<file path="config.mk">
export PLATFORM = sky130hd
export DESIGN_NAME = irq_agg_ctrl
export DESIGN_NICKNAME = d
export VERILOG_FILES = /design/src/rtl/irq_agg_pkg.sv /design/src/rtl/irq_db_reg.sv /design/src/rtl/irq_dma_stat.sv /design/src/rtl/irq_route.sv /design/src/rtl/irq_agg_ctrl.sv
export SDC_FILE = /design/constraint.sdc
export NUM_CORES = 1
export LEC_CHECK = 0
export ABC_CLOCK_PERIOD_IN_PS = 3450
export BUFFER_PORTS_ARGS = -buffer_cell sky130_fd_sc_hd__buf_2
export CORE_UTILIZATION = 42
export CTS_BUF_LIST = sky130_fd_sc_hd__clkbuf_16
export DETAILED_ROUTE_END_ITERATION = 6
export PLACE_DENSITY = 0.89
export SYNTH_ARGS = -nofsm -noshare
export SYNTH_HDL_FRONTEND = slang
export SYNTH_HIERARCHICAL = 1
export SYNTH_SLANG_ARGS = --single-unit
</file>
<file path="constraint.sdc">
create_clock -name clk -period 3.45 [get_ports clk]
set_input_delay 0.1725 -clock clk [delete_from_list [all_inputs] [get_ports clk]]
set_output_delay 0.1725 -clock clk [all_outputs]
set_load 0.05 [all_outputs]
</file>
<file path="src/rtl/irq_agg_pkg.sv">
package irq_agg_pkg;
    localparam int NCH  = 2;
    localparam int DBW  = 8;
    localparam int IDW  = 3;
    localparam int CSRW = 32;

    // enable field positions
    localparam int EN_LGLB  = 0;
    localparam int EN_HGLB  = 1;
    localparam int EN_DB    = 2;
    localparam int EN_ST    = 3;
    localparam int EN_DONE  = 4;
    localparam int EN_TC    = EN_DONE + NCH;
    localparam int EN_DAB   = EN_TC + NCH;
    localparam int EN_OBQ   = EN_DAB + NCH;
    localparam int EN_BUSAB = EN_OBQ + 1;
    localparam int ENW      = EN_BUSAB + 1;

    // status field positions
    localparam int ST_DB   = 16;
    localparam int ST_ST   = 17;
    localparam int ST_DONE = 18;
    localparam int ST_TC   = ST_DONE + NCH;
    localparam int ST_DAB  = ST_TC + NCH;
    localparam int ST_ID   = 24;
    localparam int ST_OBQ  = ST_ID + IDW;
    localparam int ST_MA   = ST_OBQ + 1;
    localparam int ST_TA   = ST_MA + 1;
    localparam int ST_LOUT = ST_TA + 1;
    localparam int ST_HOUT = ST_LOUT + 1;

    typedef struct packed {
        logic [ENW-1:0] en;
        logic           st;
        logic           ma;
        logic           ta;
        logic [IDW-1:0] owner;
    } csr_state_t;
endpackage

</file>
<file path="src/rtl/irq_db_reg.sv">
module irq_db_reg #(
    parameter int W = 8
) (
    input  logic         clk,
    input  logic         rst_n,
    input  logic         set_wr,
    input  logic [W-1:0] set_mask,
    input  logic         clr_wr,
    input  logic [W-1:0] clr_mask,
    output logic [W-1:0] bits_q,
    output logic         pend
);
    logic [W-1:0] bits_d;
    logic [W-1:0] clr_eff;
    logic [W-1:0] set_eff;

    always_comb begin
        clr_eff = clr_wr ? clr_mask : '0;
        set_eff = set_wr ? set_mask : '0;
        // a set that meets a clear on the same bit survives
        bits_d  = (bits_q & ~clr_eff) | set_eff;
    end

    always_ff @(posedge clk or negedge rst_n) begin
        if (!rst_n) bits_q <= '0;
        else        bits_q <= bits_d;
    end

    assign pend = |bits_q;
endmodule

</file>
<file path="src/rtl/irq_dma_stat.sv">
module irq_dma_stat #(
    parameter int N = 2
) (
    input  logic         clk,
    input  logic         rst_n,
    input  logic [N-1:0] ev_done,
    input  logic [N-1:0] ev_desc,
    input  logic [N-1:0] ev_tc,
    input  logic [N-1:0] ev_ab,
    input  logic [N-1:0] clr_done,
    input  logic [N-1:0] clr_tc,
    input  logic [N-1:0] clr_ab,
    output logic [N-1:0] done_q,
    output logic [N-1:0] tc_q,
    output logic [N-1:0] ab_q
);
    typedef struct packed {
        logic [N-1:0] done;
        logic [N-1:0] tc;
        logic [N-1:0] ab;
    } dma_st_t;

    dma_st_t st_d;
    dma_st_t st_q;

    always_comb begin
        st_d = st_q;
        for (int c = 0; c < N; c++) begin
            st_d.done[c] = (st_q.done[c] & ~clr_done[c]) | ev_done[c] | ev_desc[c];
            st_d.tc[c]   = (st_q.tc[c]   & ~clr_tc[c])   | ev_tc[c];
            st_d.ab[c]   = (st_q.ab[c]   & ~clr_ab[c])   | ev_ab[c];
        end
    end

    always_ff @(posedge clk or negedge rst_n) begin
        if (!rst_n) st_q <= '0;
        else        st_q <= st_d;
    end

    assign done_q = st_q.done;
    assign tc_q   = st_q.tc;
    assign ab_q   = st_q.ab;
endmodule

</file>
<file path="src/rtl/irq_route.sv">
module irq_route
    import irq_agg_pkg::*;
#(
    parameter int N = NCH
) (
    input  logic [ENW-1:0] en,
    input  logic           db_pend,
    input  logic           st,
    input  logic [N-1:0]   done,
    input  logic [N-1:0]   tc,
    input  logic [N-1:0]   ab,
    input  logic [N-1:0]   to_host,
    input  logic           obq,
    input  logic           ma,
    input  logic           ta,
    output logic           lcl_req,
    output logic           host_req
);
    logic [N-1:0] ch_cause;
    logic [N-1:0] ch_lcl;
    logic [N-1:0] ch_host;

    for (genvar g = 0; g < N; g++) begin : g_ch
        assign ch_cause[g] = (done[g] & en[EN_DONE + g])
                           | (tc[g]   & en[EN_TC + g])
                           | (ab[g]   & en[EN_DAB + g]);
        assign ch_lcl[g]   = ch_cause[g] & ~to_host[g];
        assign ch_host[g]  = ch_cause[g] &  to_host[g];
    end

    always_comb begin
        lcl_req  = en[EN_LGLB] & ((db_pend & en[EN_DB])
                                | (st & en[EN_ST])
                                | (obq & en[EN_OBQ])
                                | (|ch_lcl));
        host_req = en[EN_HGLB] & ((|ch_host)
                                | ((ma | ta) & en[EN_BUSAB]));
    end
endmodule

</file>
<file path="src/rtl/irq_agg_ctrl.sv">
module irq_agg_ctrl
    import irq_agg_pkg::*;
#(
    parameter int DB_W = DBW
) (
    input  logic            clk,
    input  logic            rst_n,
    input  logic            csr_wr,
    input  logic [CSRW-1:0] csr_wdata,
    output logic [CSRW-1:0] csr_rdata,
    input  logic            host_db_wr,
    input  logic [DB_W-1:0] host_db_data,
    input  logic            lcl_db_wr,
    input  logic [DB_W-1:0] lcl_db_data,
    output logic [DB_W-1:0] db_value,
    input  logic            host_st_req,
    input  logic [NCH-1:0]  dma_done,
    input  logic [NCH-1:0]  dma_desc_done,
    input  logic [NCH-1:0]  dma_tcount,
    input  logic [NCH-1:0]  dma_abort,
    input  logic [NCH-1:0]  dma_to_host,
    input  logic            obq_not_empty,
    input  logic            bus_mabort,
    input  logic            bus_tabort,
    input  logic [IDW-1:0]  abort_owner,
    output logic            lint_n,
    output logic            hint_n
);
    csr_state_t csr_d;
    csr_state_t csr_q;

    logic           db_pend;
    logic [NCH-1:0] done_q, tc_q, ab_q;
    logic [NCH-1:0] clr_done, clr_tc, clr_ab;
    logic           lcl_req, host_req;
    logic           unused_wbits;

    assign unused_wbits = ^{csr_wdata[ST_HOUT:ST_LOUT], csr_wdata[ST_OBQ:ST_ID],
                            csr_wdata[ST_DB], csr_wdata[ST_DB-1:ENW]};

    // write-one-to-clear strobes for the DMA status bits
    assign clr_done = csr_wr ? csr_wdata[ST_DONE +: NCH] : '0;
    assign clr_tc   = csr_wr ? csr_wdata[ST_TC   +: NCH] : '0;
    assign clr_ab   = csr_wr ? csr_wdata[ST_DAB  +: NCH] : '0;

    always_comb begin
        csr_d = csr_q;
        if (csr_wr) begin
            csr_d.en = csr_wdata[ENW-1:0];
            if (csr_wdata[ST_ST]) csr_d.st = 1'b0;
            if (csr_wdata[ST_MA]) csr_d.ma = 1'b0;
            if (csr_wdata[ST_TA]) csr_d.ta = 1'b0;
        end
        // new events override a clear in the same cycle
        if (host_st_req) csr_d.st = 1'b1;
        if (bus_mabort)  csr_d.ma = 1'b1;
        if (bus_tabort)  csr_d.ta = 1'b1;
        if (bus_mabort || bus_tabort) csr_d.owner = abort_owner;
    end

    always_ff @(posedge clk or negedge rst_n) begin
        if (!rst_n) csr_q <= '0;
        else        csr_q <= csr_d;
    end

    irq_db_reg #(.W(DB_W)) u_db (
        .clk      (clk),
        .rst_n    (rst_n),
        .set_wr   (host_db_wr),
        .set_mask (host_db_data),
        .clr_wr   (lcl_db_wr),
        .clr_mask (lcl_db_data),
        .bits_q   (db_value),
        .pend     (db_pend)
    );

    irq_dma_stat #(.N(NCH)) u_dma (
        .clk      (clk),
        .rst_n    (rst_n),
        .ev_done  (dma_done),
        .ev_desc  (dma_desc_done),
        .ev_tc    (dma_tcount),
        .ev_ab    (dma_abort),
        .clr_done (clr_done),
        .clr_tc   (clr_tc),
        .clr_ab   (clr_ab),
        .done_q   (done_q),
        .tc_q     (tc_q),
        .ab_q     (ab_q)
    );

    irq_route #(.N(NCH)) u_route (
        .en       (csr_q.en),
        .db_pend  (db_pend),
        .st       (csr_q.st),
        .done     (done_q),
        .tc       (tc_q),
        .ab       (ab_q),
        .to_host  (dma_to_host),
        .obq      (obq_not_empty),
        .ma       (csr_q.ma),
        .ta       (csr_q.ta),
        .lcl_req  (lcl_req),
        .host_req (host_req)
    );

    always_comb begin
        csr_rdata                 = '0;
        csr_rdata[ENW-1:0]        = csr_q.en;
        csr_rdata[ST_DB]          = db_pend;
        csr_rdata[ST_ST]          = csr_q.st;
        csr_rdata[ST_DONE +: NCH] = done_q;
        csr_rdata[ST_TC +: NCH]   = tc_q;
        csr_rdata[ST_DAB +: NCH]  = ab_q;
        csr_rdata[ST_ID +: IDW]   = csr_q.owner;
        csr_rdata[ST_OBQ]         = obq_not_empty;
        csr_rdata[ST_MA]          = csr_q.ma;
        csr_rdata[ST_TA]          = csr_q.ta;
        csr_rdata[ST_LOUT]        = lcl_req;
        csr_rdata[ST_HOUT]        = host_req;
    end

    assign lint_n = ~lcl_req;
    assign hint_n = ~host_req;
endmodule

</file>
==> results of run 1 <==
-- cell families (layout without fill, tap and decap cells) --
kind of cell,after synthesis,after routing
compound gates,23,23
buf+inv,20,113
other cells,1,4
mux,15,15
simple gates,26,26
flops,32,32
-- final timing paths --
| path | endpoint | start | slack, ps | cells past startpoint |
|---|---|---|---|---|
| setup / recovery | lint_n | u_db/bits_q[5]$_DFF_PN0_ | 1060 | 7 |
| hold / removal | u_dma/ab_q[1]$_DFF_PN0_ | dma_abort[1] | 80 | 2 |
| setup reg to reg | csr_rdata[1]$_DFFE_PN0P_ | csr_rdata[1]$_DFFE_PN0P_ | 2630 | 1 |
| hold reg to reg | u_dma/tc_q[1]$_DFF_PN0_ | u_dma/tc_q[1]$_DFF_PN0_ | 510 | 1 |
| max in group asynchronous | csr_rdata[9]$_DFFE_PN0P_ | rst_n | 2500 | 2 |
| min in group asynchronous | csr_rdata[26]$_DFFE_PN0P_ | rst_n | 490 | 2 |
-- report_power, final --
| part | internal [mW] | switching (mW) |
|---|---|---|
| clock | 0.336 | 0.139 |
| sequential | 0.410 | 0.0276 |
| combinational | 0.0964 | 0.217 |
-- final cells by class --
cell class                 count  area (sq um)
clock inverter                 3          38.8
multi-input combinational     68           538
clock buffer                   5           125
inverter                       8          30.0
sequential                    32           801
tap                           46          57.6
fill                         260          1260
timing repair buffer          97           490
-- flip-flops by register name, indices dropped and copies added (netlist names) --
signal / cells
csr_rdata: 18
u_dma/done_q: 2
u_dma/tc_q: 2
u_db/bits_q: 8
u_dma/ab_q: 2
-- synth_stat cells (3+ instances only) --
| cell type | n | area (sq um) |
|---|---|---|
| buf_4 | 8 | 60.1 |
| a22o_1 | 8 | 70.1 |
| nand2_1 | 12 | 45.0 |
| mux2_2 | 4 | 45.0 |
| inv_1 | 8 | 30.0 |
| mux2_4 | 11 | 165 |
| nor2_1 | 3 | 11.3 |
| dfrtp_1 | 32 | 801 |
| and2_1 | 7 | 43.8 |
| a21o_1 | 7 | 52.6 |
| a222oi_1 | 3 | 30.0 |
| buf_6 | 3 | 33.8 |
-- per-layer routing --
layer | track usage, % | share of wire (%) | vias to the layer above
met5 | 0 | 0 | -
met4 | 5.84 | 0.45 | 0
met3 | 5.54 | 7.3 | 2
met2 | 30.1 | 49 | 66
met1 | 22.7 | 43 | 540
li1 | - | - | 588
-- stage by stage --
stage	total power [mW]	setup WS [ps]	cells	utilization, %	hold WS [ps]
after global routing	1.28	799	259	62.4	89.1
after floorplan	0.675	1370	120	-	-123
final	1.23	1060	259	62.4	81.9
after CTS	1.24	965	259	62.4	77.7
after detailed placement	0.759	1280	250	57.1	253
after global placement	0.755	1300	250	57.1	247
==> results.cfg, run 1 <==
[run_status]
status = complete, no violations

[floorplanning]
die_h_microns = 60.9
start_util_pct = 43.6
fp.dieArea_sq_um = 3710
die_w_microns = 60.9
rows = 21
ios = 112
core_sq_um = 3340

[cells_and_area]
n_antenna_cell = 0
final_cell_mix = buf_2 (96), dfrtp_1 (32), nand2_1 (12)
layout_commonest_cell = buf_2
final_area_sq_um = 2080
area_growth_pct = 42.9
final_nets = 282
layout-drive-gt1-share_pct = 55.9

[placement]
dp_hpwl_microns = 2450
port_buffers = 96
dpl_cell_area_sq_um = 1910
place_congestion = 0.755

[logic_synthesis]
synthSimpleGateAreaFrac_pct = 8.68
yosysUniqueCellTypes = 20
syn_avg_cell_area_sq_um = 12.4
synth_mux_area_share_pct = 14.4
synth-main-ff-cell = dfrtp_1
synth_fa_ha_area_share_pct = 0
synth_seq_cells = 32
yosys_warnings = 6
ys_async_sr_fraction_pct = 100
synth-seq-area-share_pct = 55.0
syn-cell-area_sq_um = 1460
synthesis.instances = 117
synth-xor-area-share_pct = 0
synth_top_family_by_area = multiplexers
synth_edf_count = 0
synth-compound-area-share_pct = 12.8

[clock_network]
cts_resized = 0
clock-sinks = 32
cts_max_level = 2
cts_buffers = 5
cts-root-buf = clkbuf_16
cts_max_path_buffers = 2
post_cts_buffers = 0
cts_tree = done
postCtsHoldBufs = 1
path_clk_slew_ps = 50
clock_latency_ps = 260

[worst_setup_path]
cp.required_ps = 3280
cpMaxStageDelayCell = a222oi_1
crit_type = reg2out
crit_fanout = 3
startpoint_type = flip-flop
cp.arrival_ps = 2220
cpPeakStageDelay_ps = 430
critPathBufInv = 2
worst_setup_path_end_kind = output pin
crit_chain = nor4_1 -> nand2_1 -> a222oi_1 -> o221ai_1 -> and2_1 -> inv_1 -> buf_2
critPathTopFamily = simple AND/OR/NAND/NOR gates

[global_route]
grt_pass1_vias = 1105
grt_max_degree = 33
grtUsageTotal_pct = 18.2
grt.overflow.total = 0
grt_first_pass_wirelength_microns = 4820
antenna_found_initial = 0

[timing]
skew_ps = 0
fmax_mhz = 418
setup_viol = 0
slew_headroom_pct = 53.4
hold_viol = 0
drv_slew = 0
grt_setup_unrepaired = no
post-route-period-util_pct = 69.3
tightest_slew_ps = 698
setup_tns_ps = 0
period_needed_ps = 2390

[drt]
drt_iter0_markers = 42
wl_per_cell_microns = 11.9
finalWirelength_microns = 3080
drc = 0
antenna_left = 0
firstDrtPassIters = 4
vias = 1196
vias_per_cell = 4.62

[power_and_ir_drop]
p_leak_nw = 1.10
power.density_nw_per_um2 = 590
ir_drop_mv = 0.412

[hold_path]
hp-class = in2reg

[job]
cap_violations = 0
Power figures use the tool's default switching activity.
==> run 2: changes to the inputs <==
--- a/config.mk
+++ b/config.mk
@@ -5,12 +5,12 @@
 export SDC_FILE = /design/constraint.sdc
 export NUM_CORES = 1
 export LEC_CHECK = 0
-export ABC_CLOCK_PERIOD_IN_PS = 3450
+export ABC_CLOCK_PERIOD_IN_PS = 2460
 export BUFFER_PORTS_ARGS = -buffer_cell sky130_fd_sc_hd__buf_2
-export CORE_UTILIZATION = 42
+export CORE_UTILIZATION = 39
 export CTS_BUF_LIST = sky130_fd_sc_hd__clkbuf_16
 export DETAILED_ROUTE_END_ITERATION = 6
-export PLACE_DENSITY = 0.89
+export PLACE_DENSITY = 0.84
 export SYNTH_ARGS = -nofsm -noshare
 export SYNTH_HDL_FRONTEND = slang
 export SYNTH_HIERARCHICAL = 1
==> constraint.sdc (replaced) <==
create_clock -name clk -period 2.46 [get_ports clk]
set_input_delay 0.123 -clock clk [delete_from_list [all_inputs] [get_ports clk]]
set_output_delay 0.123 -clock clk [all_outputs]
set_load 0.05 [all_outputs]
==> results.cfg, run 2 (synthesis gave the netlist of run 1 again) <==
[drt]
met1_length_microns = 1360
wl_met2_microns = 1660
maxUsedRoutingLayer = met4
drc = 0
antenna_left = 0
wl_met3_microns = 258
firstDrtPassIters = 4
vias_per_cell = 4.82
vias = 1249
drt_iter0_markers = 61
finalWirelength_microns = 3350
wl_per_cell_microns = 12.9

[worst_setup_path]
worst_setup_path_end_kind = output pin
cp.required_ps = 2340
crit_type = reg2out
critPathBufInv = 2
cpPeakStageDelay_ps = 390
startpoint_type = flip-flop
crit_fanout = 3
cp.arrival_ps = 2170
crit_chain = nor4_1 -> nand2_1 -> a222oi_1 -> o221ai_1 -> and2_1 -> inv_1 -> buf_2
cpMaxStageDelayCell = dfrtp_1
critPathTopFamily = simple AND/OR/NAND/NOR gates

[timing]
grt_setup_unrepaired = no
slew_headroom_pct = 54.1
drv_slew = 0
hold_viol = 0
post-route-period-util_pct = 93.4
whs_ps = 31.9
tightest_slew_ps = 688
setup_viol = 0
period_needed_ps = 2300
fmax_mhz = 435
skew_ps = 0
setup_tns_ps = 0

[global_route]
grt_first_pass_wirelength_microns = 5550
grt_pass1_vias = 1211
grt_max_degree = 33
grt.overflow.total = 0
grtUsageTotal_pct = 18.6
antenna_found_initial = 0

[placement]
place_congestion = 0.749
port_buffers = 96
dp_hpwl_microns = 2580

[floorplanning]
die_h_microns = 63.1
rows = 21
core_sq_um = 3470
ios = 112
fp.dieArea_sq_um = 3980
start_util_pct = 42.0
die_w_microns = 63.1

[cells_and_area]
seq_area_sq_um = 801
final_nets = 282
area_growth_pct = 41.0
multi_input_area_sq_um = 538
largest_reg_flops = 18
layout_commonest_cell = buf_2
final_cell_mix = buf_2 (96), dfrtp_1 (32), nand2_1 (12)
n_antenna_cell = 0
layout-drive-gt1-share_pct = 54.9
fillers = 298

[hold_path]
hp-class = in2reg

[clock_network]
clock-sinks = 32
cts_buffers = 5
cts_resized = 0
cts_max_path_buffers = 2
path_clk_slew_ps = 50
post_cts_buffers = 0
cts-root-buf = clkbuf_16
cts_max_level = 2
cts_tree = done
clock_latency_ps = 270

[power_and_ir_drop]
ir_drop_mv = 0.338
power.density_nw_per_um2 = 785
combPwrFrac_pct = 27.6
p_int_mw = 1.07
clockPowerShare_pct = 34.3
p_leak_nw = 1.08
p_sw_uw = 540
pwr-share-seq_pct = 38.0
p_sw_share_pct = 33.5
power.total_mw = 1.61

[job]
cap_violations = 0

[run_status]
status = complete, no violations
run 2: worst paths after layout:
check / from / to / slack, ps / cells after the start
setup / recovery: u_db/bits_q[5]$_DFF_PN0_ / lint_n / 160 / 7
hold / removal: dma_abort[1] / u_dma/ab_q[1]$_DFF_PN0_ / 30 / 2
setup reg to reg: csr_rdata[1]$_DFFE_PN0P_ / csr_rdata[1]$_DFFE_PN0P_ / 1650 / 1
hold reg to reg: csr_rdata[25]$_DFFE_PN0P_ / csr_rdata[25]$_DFFE_PN0P_ / 500 / 1
max in group asynchronous: rst_n / csr_rdata[11]$_DFFE_PN0P_ / 1560 / 2
min in group asynchronous: rst_n / csr_rdata[17]$_DFFE_PN0P_ / 460 / 2
run 2: power groups by stage:
stage / combinational, mW / sequential [mW] / clock [mW]
detailed placement: 0.447 / 0.621 / 0
global placement: 0.441 / 0.619 / 0
global route: 0.470 / 0.619 / 0.600
finish: 0.445 / 0.613 / 0.554
CTS: 0.449 / 0.613 / 0.570
floorplan: 0.160 / 0.787 / 0
run 2: final cells by class:
| type | count | area share (%) |
|---|---|---|
| Tap cell | 46 | 2.80 |
| Inverter | 8 | 1.46 |
| Clock inverter | 3 | 0.548 |
| Sequential cell | 32 | 39.0 |
| Timing Repair Buffer | 97 | 23.9 |
| Multi-Input combinational cell | 68 | 26.2 |
| Clock buffer | 5 | 6.09 |
run 2: metrics by stage:
| step | setup slack (ps) | instances | cell area, sq um | util, % |
|---|---|---|---|---|
| 3_5_place_dp | 387 | 250 | 1910 | 55.0 |
| 2_1_floorplan | 426 | 120 | 1470 | - |
| 6_report | 163 | 259 | 2050 | 59.2 |
| 4_1_cts | 86.9 | 259 | 2050 | 59.2 |
| 3_3_place_gp | 405 | 250 | 1910 | 55.0 |
| 5_1_grt | 0.745 | 259 | 2050 | 59.2 |
run 2: routing by layer:
| metal | vias to the layer above | track usage (%) |
|---|---|---|
| met3 | 7 | 4.89 |
| met2 | 72 | 32.4 |
| li1 | 582 | - |
| met1 | 588 | 19.9 |
| met5 | - | 0 |
| met4 | 0 | 11.3 |
run 2: repair_timing:
action / in CTS / in global routing
endpoints found under the setup margin: 0 / 0
hold endpoints to repair: 32 / 0
hold buffers: 1 / 0
==> run 3: changes to the inputs <==
--- a/config.mk
+++ b/config.mk
@@ -11,6 +11,7 @@
 export CTS_BUF_LIST = sky130_fd_sc_hd__clkbuf_16
 export DETAILED_ROUTE_END_ITERATION = 6
 export PLACE_DENSITY = 0.84
+export SETUP_SLACK_MARGIN = 0.3
 export SYNTH_ARGS = -nofsm -noshare
 export SYNTH_HDL_FRONTEND = slang
 export SYNTH_HIERARCHICAL = 1
==> results.cfg, run 3 (synthesis gave the netlist of run 1 again) <==
[floorplanning]
core_sq_um = 3470
rows = 21
die_h_microns = 63.1
ios = 112
fp.dieArea_sq_um = 3980
start_util_pct = 42.0
die_w_microns = 63.1

[timing]
fmax_mhz = 459
post-route-period-util_pct = 88.6
setup_tns_ps = 0
grt_setup_unrepaired = yes
setup_ws_ps = 282
period_needed_ps = 2180
whs_ps = 31.7
skew_ps = 0
hold_viol = 0
setup_viol = 0
tightest_slew_ps = 691
slew_headroom_pct = 54.0
drv_slew = 0

[global_route]
grt_first_pass_wirelength_microns = 5550
antenna_found_initial = 0
grt_max_degree = 33
grt.overflow.total = 0
grt_pass1_vias = 1212
grtUsageTotal_pct = 18.6

[clock_network]
cts_buffers = 5
path_clk_slew_ps = 50
cts-root-buf = clkbuf_16
cts_max_level = 2
clock-sinks = 32
clock_latency_ps = 270
cts_max_path_buffers = 2
cts_tree = done

[hold_path]
hp-class = in2reg

[cells_and_area]
final_nets = 285
final_cell_mix = buf_2 (94), dfrtp_1 (32), nand2_1 (12)
layout-drive-gt1-share_pct = 57.4
largest_reg_flops = 18
final_area_sq_um = 2100
stdcell_count = 262
fin_util_pct = 60.6
layout_commonest_cell = buf_2
n_antenna_cell = 0
area_growth_pct = 44.4

[drt]
firstDrtPassIters = 4
antenna_left = 0
vias = 1269
drt_iter0_markers = 48
wl_per_cell_microns = 13.2
drc = 0
finalWirelength_microns = 3450
vias_per_cell = 4.84

[power_and_ir_drop]
power.total_mw = 1.63
power.density_nw_per_um2 = 777
p_leak_nw = 1.11
ir_drop_mv = 0.349

[worst_setup_path]
crit_type = reg2out
worst_setup_path_end_kind = output pin
cp.required_ps = 2340
cp.arrival_ps = 2060
startpoint_type = flip-flop
crit_fanout = 3
r2r_slack_ps = 1640

[placement]
dpl_cell_area_sq_um = 1910
dp_hpwl_microns = 2580
port_buffers = 96
place_ws_ps = 387
place_congestion = 0.749
dp.cells = 250

[run_status]
status = complete, no violations

[job]
cap_violations = 0
[run 3: changes by cell type in the layout (fill, tap and decap cells not counted)]
| cell | change |
|---|---|
| nor4_1 | -2 |
| and2_1 | -1 |
| inv_2 | +1 |
| buf_2 | -2 |
| nor4_2 | +2 |
| and2_4 | +1 |
| buf_8 | +1 |
| buf_4 | +4 |
| inv_1 | -1 |
[run 3: final cells by class]
| cell class | instances | area [sq um] |
|---|---|---|
| multi-input cells | 68 | 553 |
| clock buffers | 5 | 125 |
| flip-flops and latches | 32 | 801 |
| fillers | 295 | 1370 |
| clock inverters | 3 | 11.3 |
| inverters | 8 | 30.0 |
| repair buffers | 100 | 526 |
| well taps | 46 | 57.6 |
[run 3: repair_timing]
action,4_1_cts,5_1_grt
pin swaps,4,4
buffers inserted,1,2
endpoints found under the setup margin,2,2
endpoints found under the hold margin,32,0
gates resized for setup,3,6
hold buffers,1,0
[run 3: final timing paths]
| kind | start | end | depth (start not counted) |
|---|---|---|---|
| worst min-delay path | host_st_req | csr_rdata[17]$_DFFE_PN0P_ | 2 |
| worst max-delay path | u_db/bits_q[1]$_DFF_PN0_ | lint_n | 7 |
| worst max register to register | u_db/bits_q[4]$_DFF_PN0_ | u_db/bits_q[4]$_DFF_PN0_ | 2 |
| max in group asynchronous | rst_n | csr_rdata[11]$_DFFE_PN0P_ | 2 |
| worst min register to register | csr_rdata[25]$_DFFE_PN0P_ | csr_rdata[25]$_DFFE_PN0P_ | 1 |
| min in group asynchronous | rst_n | csr_rdata[17]$_DFFE_PN0P_ | 2 |
[run 3: critical path, stage by stage (launching register included)]
cell and delay [ps]:
dfrtp_1 410, nor4_2 300, nand2_1 120, a222oi_1 390
o221ai_1 180, and2_4 190, inv_2 50, buf_8 140
[run 3: report_power, final]
| part | switching, mW | total (mW) | internal, mW |
|---|---|---|---|
| clock network | 0.192 | 0.553 | 0.362 |
| logic | 0.315 | 0.465 | 0.150 |
| registers | 0.0398 | 0.616 | 0.576 |
| total | 0.547 | 1.63 | 1.09 |
[run 3: routing by layer]
metal	track usage, %	vias to the layer above	share of wire [%]
li1	-	588	-
met1	19.9	601	40
met2	32.4	73	50
met3	4.89	7	8.0
met4	11.3	0	2.2
met5	0	-	0
